--- src/rtl/scan_seq_pkg.sv ---
package scan_seq_pkg;
  typedef enum logic [1:0] {
    SQ_OFF   = 2'b00,
    SQ_UPD   = 2'b01,
    SQ_SCANT = 2'b10,
    SQ_SCAN  = 2'b11
  } sq_mode_e;
endpackage

--- src/rtl/scan_cfg_hold.sv ---
module scan_cfg_hold
  import scan_seq_pkg::*;
#(
  parameter int CW = 3
) (
  input  logic          clk,
  input  logic          rst_n,
  input  logic          eoc,
  input  logic          cfg_load,
  input  sq_mode_e      cfg_mode,
  input  logic          cfg_paired,
  input  logic [CW-1:0] cfg_last,
  output logic          pend_vld,
  output sq_mode_e      pend_mode,
  output logic          pend_paired,
  output logic [CW-1:0] pend_last
);
  logic          vld_n;
  sq_mode_e      mode_n;
  logic          paired_n;
  logic [CW-1:0] last_n;

  always_comb begin
    vld_n    = pend_vld;
    mode_n   = pend_mode;
    paired_n = pend_paired;
    last_n   = pend_last;
    if (cfg_load) begin
      vld_n    = 1'b1;
      mode_n   = cfg_mode;
      paired_n = cfg_paired;
      last_n   = cfg_last;
    end else if (eoc) begin
      vld_n = 1'b0;
    end
  end

  always_ff @(posedge clk or negedge rst_n) begin
    if (!rst_n) begin
      pend_vld    <= 1'b0;
      pend_mode   <= SQ_OFF;
      pend_paired <= 1'b0;
      pend_last   <= '0;
    end else begin
      pend_vld    <= vld_n;
      pend_mode   <= mode_n;
      pend_paired <= paired_n;
      pend_last   <= last_n;
    end
  end
endmodule

--- src/rtl/scan_core.sv ---
module scan_core
  import scan_seq_pkg::*;
#(
  parameter int CW = 3
) (
  input  logic          clk,
  input  logic          rst_n,
  input  logic          eoc,
  input  logic          pend_vld,
  input  sq_mode_e      pend_mode,
  input  logic          pend_paired,
  input  logic [CW-1:0] pend_last,
  output logic          run,
  output logic          in_tmp,
  output logic [CW-1:0] idx,
  output logic          act_paired,
  output logic [CW-1:0] act_last,
  output logic          pass
);
  logic          tmp_en;
  logic          run_n, tmp_en_n, in_tmp_n, paired_n, pass_n;
  logic [CW-1:0] idx_n, last_n;
  logic          at_final;
  logic          adv_tmp, adv_pass;
  logic [CW-1:0] adv_idx;

  // Next slot of a running scan under the active settings
  always_comb begin
    if (act_paired) at_final = (idx[CW-1:1] == act_last[CW-1:1]);
    else            at_final = (idx == act_last);
    adv_tmp  = 1'b0;
    adv_pass = 1'b0;
    adv_idx  = '0;
    if (in_tmp) begin
      adv_pass = 1'b1;
    end else if (at_final) begin
      if (tmp_en) adv_tmp  = 1'b1;
      else        adv_pass = 1'b1;
    end else begin
      adv_idx = idx + (act_paired ? CW'(2) : CW'(1));
    end
  end

  always_comb begin
    run_n    = run;
    tmp_en_n = tmp_en;
    in_tmp_n = in_tmp;
    idx_n    = idx;
    paired_n = act_paired;
    last_n   = act_last;
    pass_n   = 1'b0;
    if (eoc) begin
      if (pend_vld) begin
        paired_n = pend_paired;
        last_n   = pend_last;
        unique case (pend_mode)
          SQ_OFF: begin
            run_n    = 1'b0;
            in_tmp_n = 1'b0;
            idx_n    = '0;
          end
          SQ_UPD: begin
            if (run) begin
              if ((pend_paired != act_paired) || (pend_last != act_last)) begin
                idx_n    = '0;
                in_tmp_n = 1'b0;
              end else begin
                idx_n    = adv_idx;
                in_tmp_n = adv_tmp;
                pass_n   = adv_pass;
              end
            end
          end
          default: begin
            run_n    = 1'b1;
            tmp_en_n = (pend_mode == SQ_SCANT);
            idx_n    = '0;
            in_tmp_n = 1'b0;
          end
        endcase
      end else if (run) begin
        idx_n    = adv_idx;
        in_tmp_n = adv_tmp;
        pass_n   = adv_pass;
      end
    end
  end

  always_ff @(posedge clk or negedge rst_n) begin
    if (!rst_n) begin
      run        <= 1'b0;
      tmp_en     <= 1'b0;
      in_tmp     <= 1'b0;
      idx        <= '0;
      act_paired <= 1'b0;
      act_last   <= '0;
      pass       <= 1'b0;
    end else begin
      run        <= run_n;
      tmp_en     <= tmp_en_n;
      in_tmp     <= in_tmp_n;
      idx        <= idx_n;
      act_paired <= paired_n;
      act_last   <= last_n;
      pass       <= pass_n;
    end
  end
endmodule

--- src/rtl/scan_chan_map.sv ---
module scan_chan_map #(
  parameter int CW = 3
) (
  input  logic          run,
  input  logic          in_tmp,
  input  logic [CW-1:0] idx,
  input  logic          act_paired,
  input  logic [CW-1:0] act_last,
  output logic [CW-1:0] pos_ch,
  output logic [CW-1:0] neg_ch,
  output logic          temp_sel,
  output logic          pair_act
);
  always_comb begin
    temp_sel = in_tmp;
    pair_act = act_paired && !in_tmp;
    pos_ch   = '0;
    neg_ch   = '0;
    if (!in_tmp) begin
      if (run) begin
        pos_ch = idx;
        if (act_paired) neg_ch = idx | CW'(1);
      end else begin
        pos_ch = act_last;
        if (act_paired) neg_ch = act_last ^ CW'(1);
      end
    end
  end
endmodule

--- src/rtl/chan_scan_seq.sv ---
module chan_scan_seq
  import scan_seq_pkg::*;
#(
  parameter int NCH = 8,
  localparam int CW = $clog2(NCH)
) (
  input  logic          clk,
  input  logic          rst_n,
  input  logic          eoc,
  input  logic          cfg_load,
  input  logic [1:0]    cfg_mode,
  input  logic          cfg_paired,
  input  logic [CW-1:0] cfg_last,
  output logic [CW-1:0] pos_ch,
  output logic [CW-1:0] neg_ch,
  output logic          temp_sel,
  output logic          pair_act,
  output logic          pass_done,
  output logic          nxt_pend,
  output logic [1:0]    nxt_mode,
  output logic          nxt_paired,
  output logic [CW-1:0] nxt_last
);
  logic          rst_m_n, rst_q_n;
  sq_mode_e      pend_mode;
  logic          run, in_tmp, act_paired;
  logic [CW-1:0] idx, act_last;

  // Reset asserts at once and leaves on a clock edge
  always_ff @(posedge clk or negedge rst_n) begin
    if (!rst_n) begin
      rst_m_n <= 1'b0;
      rst_q_n <= 1'b0;
    end else begin
      rst_m_n <= 1'b1;
      rst_q_n <= rst_m_n;
    end
  end

  scan_cfg_hold #(.CW(CW)) u_hold (
    .clk        (clk),
    .rst_n      (rst_q_n),
    .eoc        (eoc),
    .cfg_load   (cfg_load),
    .cfg_mode   (sq_mode_e'(cfg_mode)),
    .cfg_paired (cfg_paired),
    .cfg_last   (cfg_last),
    .pend_vld   (nxt_pend),
    .pend_mode  (pend_mode),
    .pend_paired(nxt_paired),
    .pend_last  (nxt_last)
  );

  assign nxt_mode = pend_mode;

  scan_core #(.CW(CW)) u_core (
    .clk        (clk),
    .rst_n      (rst_q_n),
    .eoc        (eoc),
    .pend_vld   (nxt_pend),
    .pend_mode  (pend_mode),
    .pend_paired(nxt_paired),
    .pend_last  (nxt_last),
    .run        (run),
    .in_tmp     (in_tmp),
    .idx        (idx),
    .act_paired (act_paired),
    .act_last   (act_last),
    .pass       (pass_done)
  );

  scan_chan_map #(.CW(CW)) u_map (
    .run       (run),
    .in_tmp    (in_tmp),
    .idx       (idx),
    .act_paired(act_paired),
    .act_last  (act_last),
    .pos_ch    (pos_ch),
    .neg_ch    (neg_ch),
    .temp_sel  (temp_sel),
    .pair_act  (pair_act)
  );
endmodule

--- config.mk ---
export PLATFORM = sky130hd
export DESIGN_NAME = chan_scan_seq
export DESIGN_NICKNAME = d
export VERILOG_FILES = /design/src/rtl/scan_seq_pkg.sv /design/src/rtl/scan_cfg_hold.sv /design/src/rtl/scan_core.sv /design/src/rtl/scan_chan_map.sv /design/src/rtl/chan_scan_seq.sv
export SDC_FILE = /design/constraint.sdc
export NUM_CORES = 1
export LEC_CHECK = 0
export CAP_MARGIN = 20
export CORE_MARGIN = 2
export CORE_UTILIZATION = 60
export CTS_BUF_LIST = sky130_fd_sc_hd__clkbuf_2
export DETAILED_ROUTE_END_ITERATION = 8
export DONT_BUFFER_PORTS = 1
export GPL_ROUTABILITY_DRIVEN = 0
export PLACE_DENSITY = 0.81
export SLEW_MARGIN = 5
export SYNTH_ARGS = -nofsm -noshare
export SYNTH_HDL_FRONTEND = slang
export SYNTH_SLANG_ARGS = --single-unit
--- constraint.sdc ---
create_clock -name clk -period 1.68 [get_ports clk]
set_input_delay 0.336 -clock clk [delete_from_list [all_inputs] [get_ports clk]]
set_output_delay 0.336 -clock clk [all_outputs]
set_load 0.05 [all_outputs]
* Yosys cells after proc, flatten, opt, wreduce, memory -nomap -nowiden
Index checks and enable logic that the tools add are counted.
Widths: inputs -> output; s select.
** Storage, ports and cells
- Register bits after elaboration :: 20
- Bits of input ports :: 10
- Output and inout bits :: 16
- Logic and storage cells :: 70
** Cells by class
- $add $sub $neg :: 1
- Equality and inequality tests :: 7
- Mux-type cells :: 35
- Bitwise operators :: 3
- Reduce and logical (&&, ||, !) cells :: 11
** Operators by type and width (count)
- $mux 3 :: 13
- $mux 1 :: 20
- $reduce_and 3->1 :: 3
- $reduce_bool 2->1 :: 2
- $add 3x3->3 :: 1
- $eq 3x3->1 :: 1
- $ne 3x3->1 :: 1
- $not 1->1 :: 3
- $eq 2x1->1 const B :: 1
- $eq 2x2->1 :: 1
- $eq 2x2->1 const B :: 1
- $logic_not 2->1 :: 1
- $mux 2 :: 1
- $ne 2x1->1 const B :: 1
- $pmux 1 s2 :: 1
- $reduce_and 2->1 :: 1
- $reduce_or 2->1 :: 1
- $logic_and 1x1->1 :: 1
- $logic_not 1->1 :: 1
- $logic_or 1x1->1 :: 1
- $ne 1x1->1 :: 1

* Longest topological paths before layout
Gate-level depths: netlist of run 1.
- Word-level depth :: 9
- Depth in mapped cells :: 5
- Depth with buffers taken out :: 5

* Modules after synthesis
From an unflattened synthesis of run 1, not the netlist that was laid out.
** Unflattened totals
- Cell total of the unflattened synthesis :: 88
- Area total of the unflattened synthesis :: 1023.5 µm²
** By module, submodules not included
- scan_core :: instances 1, cells each 56, area an instance 605.6 µm², sequential area each 275.3 µm²
- scan_cfg_hold :: instances 1, cells each 16, area an instance 289.0 µm², sequential area each 175.2 µm²
- scan_chan_map :: instances 1, cells each 13, area an instance 75.1 µm², sequential area each 0.0 µm²
- chan_scan_seq :: instances 1, cells each 3, area an instance 53.8 µm², sequential area each 50.0 µm²

* Worst setup path after synthesis of run 1
Ideal clock, no wire load.
- Path type :: reg-to-output
- Start point :: register u_core.in_tmp
- End point :: output port neg_ch[0]
- Data arrival time :: 1.925 ns
- Data required time :: 1.344 ns
- Setup slack :: -0.581 ns
- Stages on the path, launching flop included :: 3
- Path buffers :: 1
- Path through :: dfrtp_1 clkbuf_1 nor3_1
** Between the ends
- Cells in the longest elaborated chain, start to end :: 1
** Ends and longest elaborated chain
- start: declaration :: line scan_core.sv:14 : output logic in_tmp,
- start signal: assignment :: line scan_core.sv:101 : in_tmp <= in_tmp_n;
- $mux 3 :: line scan_chan_map.sv:19 : if (!in_tmp) begin
- end: declaration :: line chan_scan_seq.sv:15 : output logic [CW-1:0] neg_ch,
Every way passes these cells.

* Final worst setup path of run 1
- Start point :: register u_core.act_paired
- End point :: output port neg_ch[1]
** Between the ends
- Cells in the longest elaborated chain, start to end :: 3
- Elaborated cells between the ends (all ways) :: 4
- Classes of those cells :: 4 x mux
** Ends and longest elaborated chain
- start: declaration :: line scan_core.sv:16 : output logic act_paired,
- start signal: assignment :: line scan_core.sv:103 : act_paired <= paired_n;
- $mux 3, on equally long branches :: line scan_chan_map.sv:25, scan_chan_map.sv:22
- $mux 3 * :: line scan_chan_map.sv:20 : if (run) begin
- $mux 3 * :: line scan_chan_map.sv:19
Mark *: on every way between the ends. The rest lies on a longest branch, timed or not.

==> results.cfg, run 1 <==
[global_routing]
use_met1_pct = 29.2
grt_pass1_wl_mm = 3.27
grt_pass1_vias = 737
grt_max_degree = 19
antenna_found_initial = 0
grt_use_met2_pct = 38.3
grt_usage_pct = 22.6
overflow = 0
grt.busiest_layer = met2
grt_util_met3_pct = 4.40

[sta]
worst_slew_pin_slew_ns = 0.706
min_period_ns = 1.71
fin_setup_tns_ns = -0.0305
slew_viol_final = 0
finalSetupViolations = 1
max_slew_margin_pct = 53.0
fin_hold_ws_ns = 0.112
fin_ws_ns = -0.0305
post-route-period-util_pct = 102
hold_viol_final = 0
fmax_mhz = 585
rsz0062_at_grt = true
skew_ns = 0.00959

[die]
dieArea_um2 = 2030
initial_utilization_pct = 65.6
design.core.area_um2 = 1540
die_w_um = 45.1
fp-row-count = 14
die_h_um = 45.1
io_pins = 26

[routing]
drcViolationCount = 0
post_drt_wl_per_cell_um = 16.1
drt_iter0_drc = 11
dr.pass1.iters = 4
via_count = 770
routed_wl_mm = 2.13
vias_per_cell = 5.83
ant_nets = 0

[clocking]
numClockSinks = 20
worstSkewPairLatency_ns = 0.31
clockRootBuffer = clkbuf_2
tritoncts = done
cts_buffers = 3
cts_max_level = 1
path_clk_slew_ns = 0.18
cts.path.max_buffers = 2

[worst_setup_path]
path_buf_inv = 2
critPathLaunchType = register
end_kind = output pin
max_stage_delay_ns = 0.43
slowest_stage = dfrtp_1
cp_common_cell = buf_6
path_delay_family = flip-flops
crit_arrival_ns = 1.37
cp_cell_sequence = buf_6 -> ha_4 -> a21oi_2 -> nor2_1 -> buf_6
path_max_fanout = 4
crit_type = register to output pin
crit_required_ns = 1.34

[pwr]
internal_power_uw = 939
power_frac_comb_pct = 48.6
swShare_pct = 43.5
p_sw_uw = 722
clock_power_share_pct = 11.5
fin_total_pwr_uw = 1660
p_leak_uw = 0.000599
seq_power_share_pct = 39.9
power_density_nw_per_um2 = 1270
ir_drop_uv = 916

[placed_design]
dp_hpwl_mm = 1.53
port-buffer-count = 0
dp.cells = 121

[logic_synthesis]
syn-num-nets = 105
syn_area_um2 = 1010
yosysUniqueCellTypes = 29
ys_ff_latch = 20
seq_area_frac_synth_pct = 49.5
syn_area_per_cell_um2 = 11.0
netlist_instances = 92
yosysWarnings = 0

[status]
outcome = complete, but fails checks
violations = setup timing

[flow_run]
maxCapViolations = 0

[cells_and_area]
drive_gt1_share_pct = 48.3
finalNonFillerCells = 132
n_antenna_cell = 0
syn2layout_area_growth_pct = 29.8
n_fill_cell = 92
final_nets = 130

[hold_path]
hold_class = input port to register
## kinds of logic after synthesis
family	Yosys count	share of synthesized area (%)
flops	20	49.5
simple gates	30	14.0
buf+inv	5	1.86
fa+ha+maj	3	4.46
mux	12	13.1
xor+xnor	7	6.06
compound gates	14	10.6
other cells	1	0.371
## layer usage
layer  vias up  wire (um)
met3         2        101
met5         -          0
li1        367          -
met2        27       1110
met4         0          8
met1       374        901
## flip-flops by register name, summed over array words and instances, names as in the netlist
name,count
u_core.act_last,3
u_core.idx,3
u_hold.pend_last,3
u_hold.pend_mode,2
rst_m_n,1
rst_q_n,1
u_core.act_paired,1
u_core.in_tmp,1
u_core.pass,1
u_core.run,1
u_core.tmp_en,1
u_hold.pend_paired,1
u_hold.pend_vld,1
## metrics by stage
step / worst slack (ns) / area, um^2 / util, %
floorplan: -0.174 / 1020 / -
global placement: 0.112 / 1150 / 74.8
detailed placement: 0.0341 / 1150 / 74.8
CTS: -0.0267 / 1230 / 79.7
global route: -0.0981 / 1310 / 85.1
finish: -0.0305 / 1310 / 85.1
## final timing paths
check                                    from                   to  slack [ns]  cells after the start
setup / recovery            u_core.act_paired            neg_ch[1]       -0.03                      5
hold / removal                       cfg_load      u_hold.pend_vld        0.11                      1
setup reg to reg           u_core.act_last[1]        u_core.idx[2]           0                      5
hold reg to reg                       rst_q_n        u_core.in_tmp        0.29                      0
max in group asynchronous             rst_q_n  u_hold.pend_last[1]        0.90                      0
min in group asynchronous               rst_n              rst_m_n        0.23                      1
## power by group through the flow
| stage | clock (uW) | sequential, uW | combinational, uW |
|---|---|---|---|
| floorplan | 0 | 704 | 456 |
| global placement | 0 | 653 | 656 |
| detailed placement | 0 | 660 | 685 |
| finish | 191 | 663 | 807 |
| global route | 215 | 678 | 851 |
| CTS | 195 | 652 | 732 |
## final cells by class
type	instances	area, um^2	share of cell area (%)
Clock buffer	3	15.0	1.14
Clock inverter	1	3.75	0.286
Inverter	2	7.51	0.572
Multi-Input combinational cell	67	557	42.4
Sequential cell	20	508	38.7
Tap cell	16	20.0	1.53
Timing Repair Buffer	23	201	15.3
## Yosys cell counts (all sizes together)
| master | number | area share (%) |
|---|---|---|
| ha | 2 | 2.5 |
| a21o | 2 | 1.5 |
| mux2i | 2 | 2.0 |
| o22a | 1 | 0.87 |
| a21oi | 2 | 0.99 |
| nand3b | 1 | 0.74 |
| nand2b | 1 | 0.62 |
| and2 | 1 | 0.62 |
| o2111a | 1 | 1.1 |
| nand3 | 3 | 1.5 |
| nor3 | 3 | 1.5 |
| inv | 2 | 0.74 |
| dfrtp | 20 | 50 |
| xor2 | 3 | 2.6 |
| conb | 1 | 0.37 |
| o31ai | 2 | 1.5 |
| o2bb2ai | 1 | 1.5 |
| o21ai | 5 | 3.2 |
| nor2 | 7 | 2.6 |
| nor2b | 1 | 0.62 |
| nand2 | 10 | 3.7 |
| or2 | 1 | 0.87 |
| clkbuf | 3 | 1.1 |
| fa | 1 | 2.0 |
| xnor2 | 4 | 3.5 |
| nor4 | 1 | 0.62 |
| or3 | 1 | 0.62 |
| mux2 | 10 | 11 |
## layout by cell type (no fill, tap or decap), types with 2 or more instances in the layout
cell type  netlist  final
a21o_1           2      2
nor2_1           7      7
buf_4            0     15
o21ai_2          2      2
mux2_2          10     10
buf_6            0      7
xnor2_1          4      3
nor3_2           0      2
nand2_1         10     10
dfrtp_2          0      6
clkbuf_2         0      3
xor2_1           3      2
o21ai_0          3      3
nand3_1          3      2
inv_1            2      2
dfrtp_1         20     14
## what timing repair did
action                                 in CTS  in global routing
hold buffers                                1                  0
buffers inserted                            3                  3
endpoints found under the hold margin       2                  0
gates resized for setup                     8                 12
setup endpoints to repair                   6                  8
pin swaps                                   2                  9
Power figures use the tool's default switching activity.
==> run 2, diff against run 1 <==
--- a/config.mk
+++ b/config.mk
@@ -6,13 +6,14 @@
 export NUM_CORES = 1
 export LEC_CHECK = 0
 export CAP_MARGIN = 20
+export CORE_ASPECT_RATIO = 2
 export CORE_MARGIN = 2
-export CORE_UTILIZATION = 60
+export CORE_UTILIZATION = 37
 export CTS_BUF_LIST = sky130_fd_sc_hd__clkbuf_2
 export DETAILED_ROUTE_END_ITERATION = 8
 export DONT_BUFFER_PORTS = 1
 export GPL_ROUTABILITY_DRIVEN = 0
-export PLACE_DENSITY = 0.81
+export PLACE_DENSITY = 0.56
 export SLEW_MARGIN = 5
 export SYNTH_ARGS = -nofsm -noshare
 export SYNTH_HDL_FRONTEND = slang
==> run 2 against run 1 <==
Effect of this change: the flow still finishes with violations (setup timing); cell count rose by 11%; global-route usage fell by 5.2 points; worst hold slack lost 0.024 ns; design area grew 5.3%; die area up 57%; sequential power about the same; count of clock-buffer cells in the layout unchanged; clock skew shrank 0.0020 ns; via count is 3.9% higher; largest power group unchanged.
==> results.cfg, run 2 (synthesis gave the netlist of run 1 again) <==
[cells_and_area]
mostFrequentLayoutCell = buf_4
final_nets = 132
n_fill_cell = 224
n_antenna_cell = 0
finalNonFillerCells = 146
final_cell_mix = buf_4 (16), dfrtp_1 (14), nand2_1 (10), mux2_2 (10), buf_6 (8)
syn2layout_area_growth_pct = 36.8
top_regs = u_core.act_last (3), u_core.idx (3), u_hold.pend_last (3)
drive_gt1_share_pct = 50.8

[placed_design]
dp.cells = 135
port-buffer-count = 0
dp_hpwl_mm = 1.72

[die]
fp-row-count = 26
dieArea_um2 = 3190
design.core.area_um2 = 2570
io_pins = 26
die_h_um = 77.9
die_w_um = 41.0
initial_utilization_pct = 39.3

[clocking]
cts_max_level = 1
tritoncts = done
cts.path.max_buffers = 2
cts_buffers = 3
worstSkewPairLatency_ns = 0.32
path_clk_slew_ns = 0.20
numClockSinks = 20
clockRootBuffer = clkbuf_2

[worst_setup_path]
slowest_stage = dfrtp_2
crit_type = register to output pin
max_stage_delay_ns = 0.54
end_kind = output pin
crit_required_ns = 1.34
path_buf_inv = 1
path_max_fanout = 8
critPathLaunchType = register
crit_arrival_ns = 1.41
cp_cell_sequence = mux2i_2 -> nor2_1 -> buf_6
path_delay_family = flip-flops
r2r-end = u_core.idx[1]
r2r_start = u_core.act_paired
reg2regPathDepth = 7
r2r_slack_ns = -0.01

[hold_path]
min_from = cfg_load
hold_depth = 1
hold_class = input port to register
hold_end = u_hold.pend_vld

[status]
outcome = complete, but fails checks
violations = setup timing

[routing]
drcViolationCount = 0
ant_nets = 0
drt_iter0_drc = 12
via_count = 800
vias_per_cell = 5.48
post_drt_wl_per_cell_um = 16.2
dr.pass1.iters = 5
routed_wl_mm = 2.36

[pwr]
power_density_nw_per_um2 = 1350
ir_drop_uv = 724
p_leak_uw = 0.000623

[sta]
min_period_ns = 1.75
fin_ws_ns = -0.0688
fin_hold_ws_ns = 0.0889
finalSetupViolations = 8
rsz0062_at_grt = true
fmax_mhz = 572
skew_ns = 0.00757
slew_viol_final = 0
hold_viol_final = 0
post-route-period-util_pct = 104

[global_routing]
grt_max_degree = 13
grt_pass1_vias = 889
grt_usage_pct = 17.4
overflow = 0
antenna_found_initial = 0
grt_pass1_wl_mm = 3.94

[flow_run]
maxCapViolations = 0
## run 2: repair_timing
action | CTS | global route
pin swaps | 3 | 8
resized for setup | 14 | 10
hold endpoints to repair | 2 | 0
buffers inserted | 5 | 1
hold buffers | 1 | 0
setup endpoints to repair | 6 | 9
## run 2: final cells by class
type | instances | area, um^2 | area share, %
Clock buffer | 3 | 15.0 | 1.09
Clock inverter | 1 | 30.0 | 2.17
Inverter | 2 | 7.51 | 0.543
Multi-Input combinational cell | 67 | 567 | 41.0
Sequential cell | 20 | 508 | 36.7
Tap cell | 28 | 35.0 | 2.53
Timing Repair Buffer | 25 | 220 | 15.9
## run 2: through the flow
step / util [%] / total power, uW / cell area [um^2] / setup WS, ns / setup TNS [ns]
floorplan: - / 1160 / 1020 / -0.174 / -1.19
global placement: 46.1 / 1340 / 1180 / 0.159 / 0
detailed placement: 46.1 / 1350 / 1180 / 0.0907 / 0
CTS: 51.7 / 1800 / 1330 / -0.0562 / -0.143
global route: 53.8 / 1960 / 1380 / -0.150 / -0.942
finish: 53.8 / 1860 / 1380 / -0.0688 / -0.260
## run 2: layer usage
metal	part of all wire [%]	vias to the layer above	wire (um)	GRT usage [%]
met5	0	-	0	0
met2	61	20	1440	29.8
li1	-	367	-	-
met1	33	407	780	19.0
met3	3.6	6	86	3.14
met4	2.5	0	59	7.00
## run 2: power breakdown
group | leakage [uW] | switching, uW | internal [uW]
Clock | 0.0000266 | 156 | 205
Sequential | 0.000237 | 109 | 555
Combinational | 0.000359 | 488 | 351
Total | 0.000623 | 753 | 1110
## run 2: worst max path at each step
stage	startpoint	endpoint	depth (start not counted)
floorplan	u_core.in_tmp	neg_ch[1]	2
global placement	u_core.act_last[1]	u_core.idx[0]	5
detailed placement	u_core.act_last[1]	u_core.idx[1]	5
CTS	u_core.run	pos_ch[0]	4
global route	u_core.run	neg_ch[2]	3
finish	u_core.run	pos_ch[2]	3
## run 2: worst reg2reg max path: cells and delay by family (launching register included)
family | cells | cell delay (ns)
flops | 1 | 0.44
simple gates | 2 | 0.40
compound gates | 2 | 0.35
buf+inv | 2 | 0.29
xor+xnor | 1 | 0.17
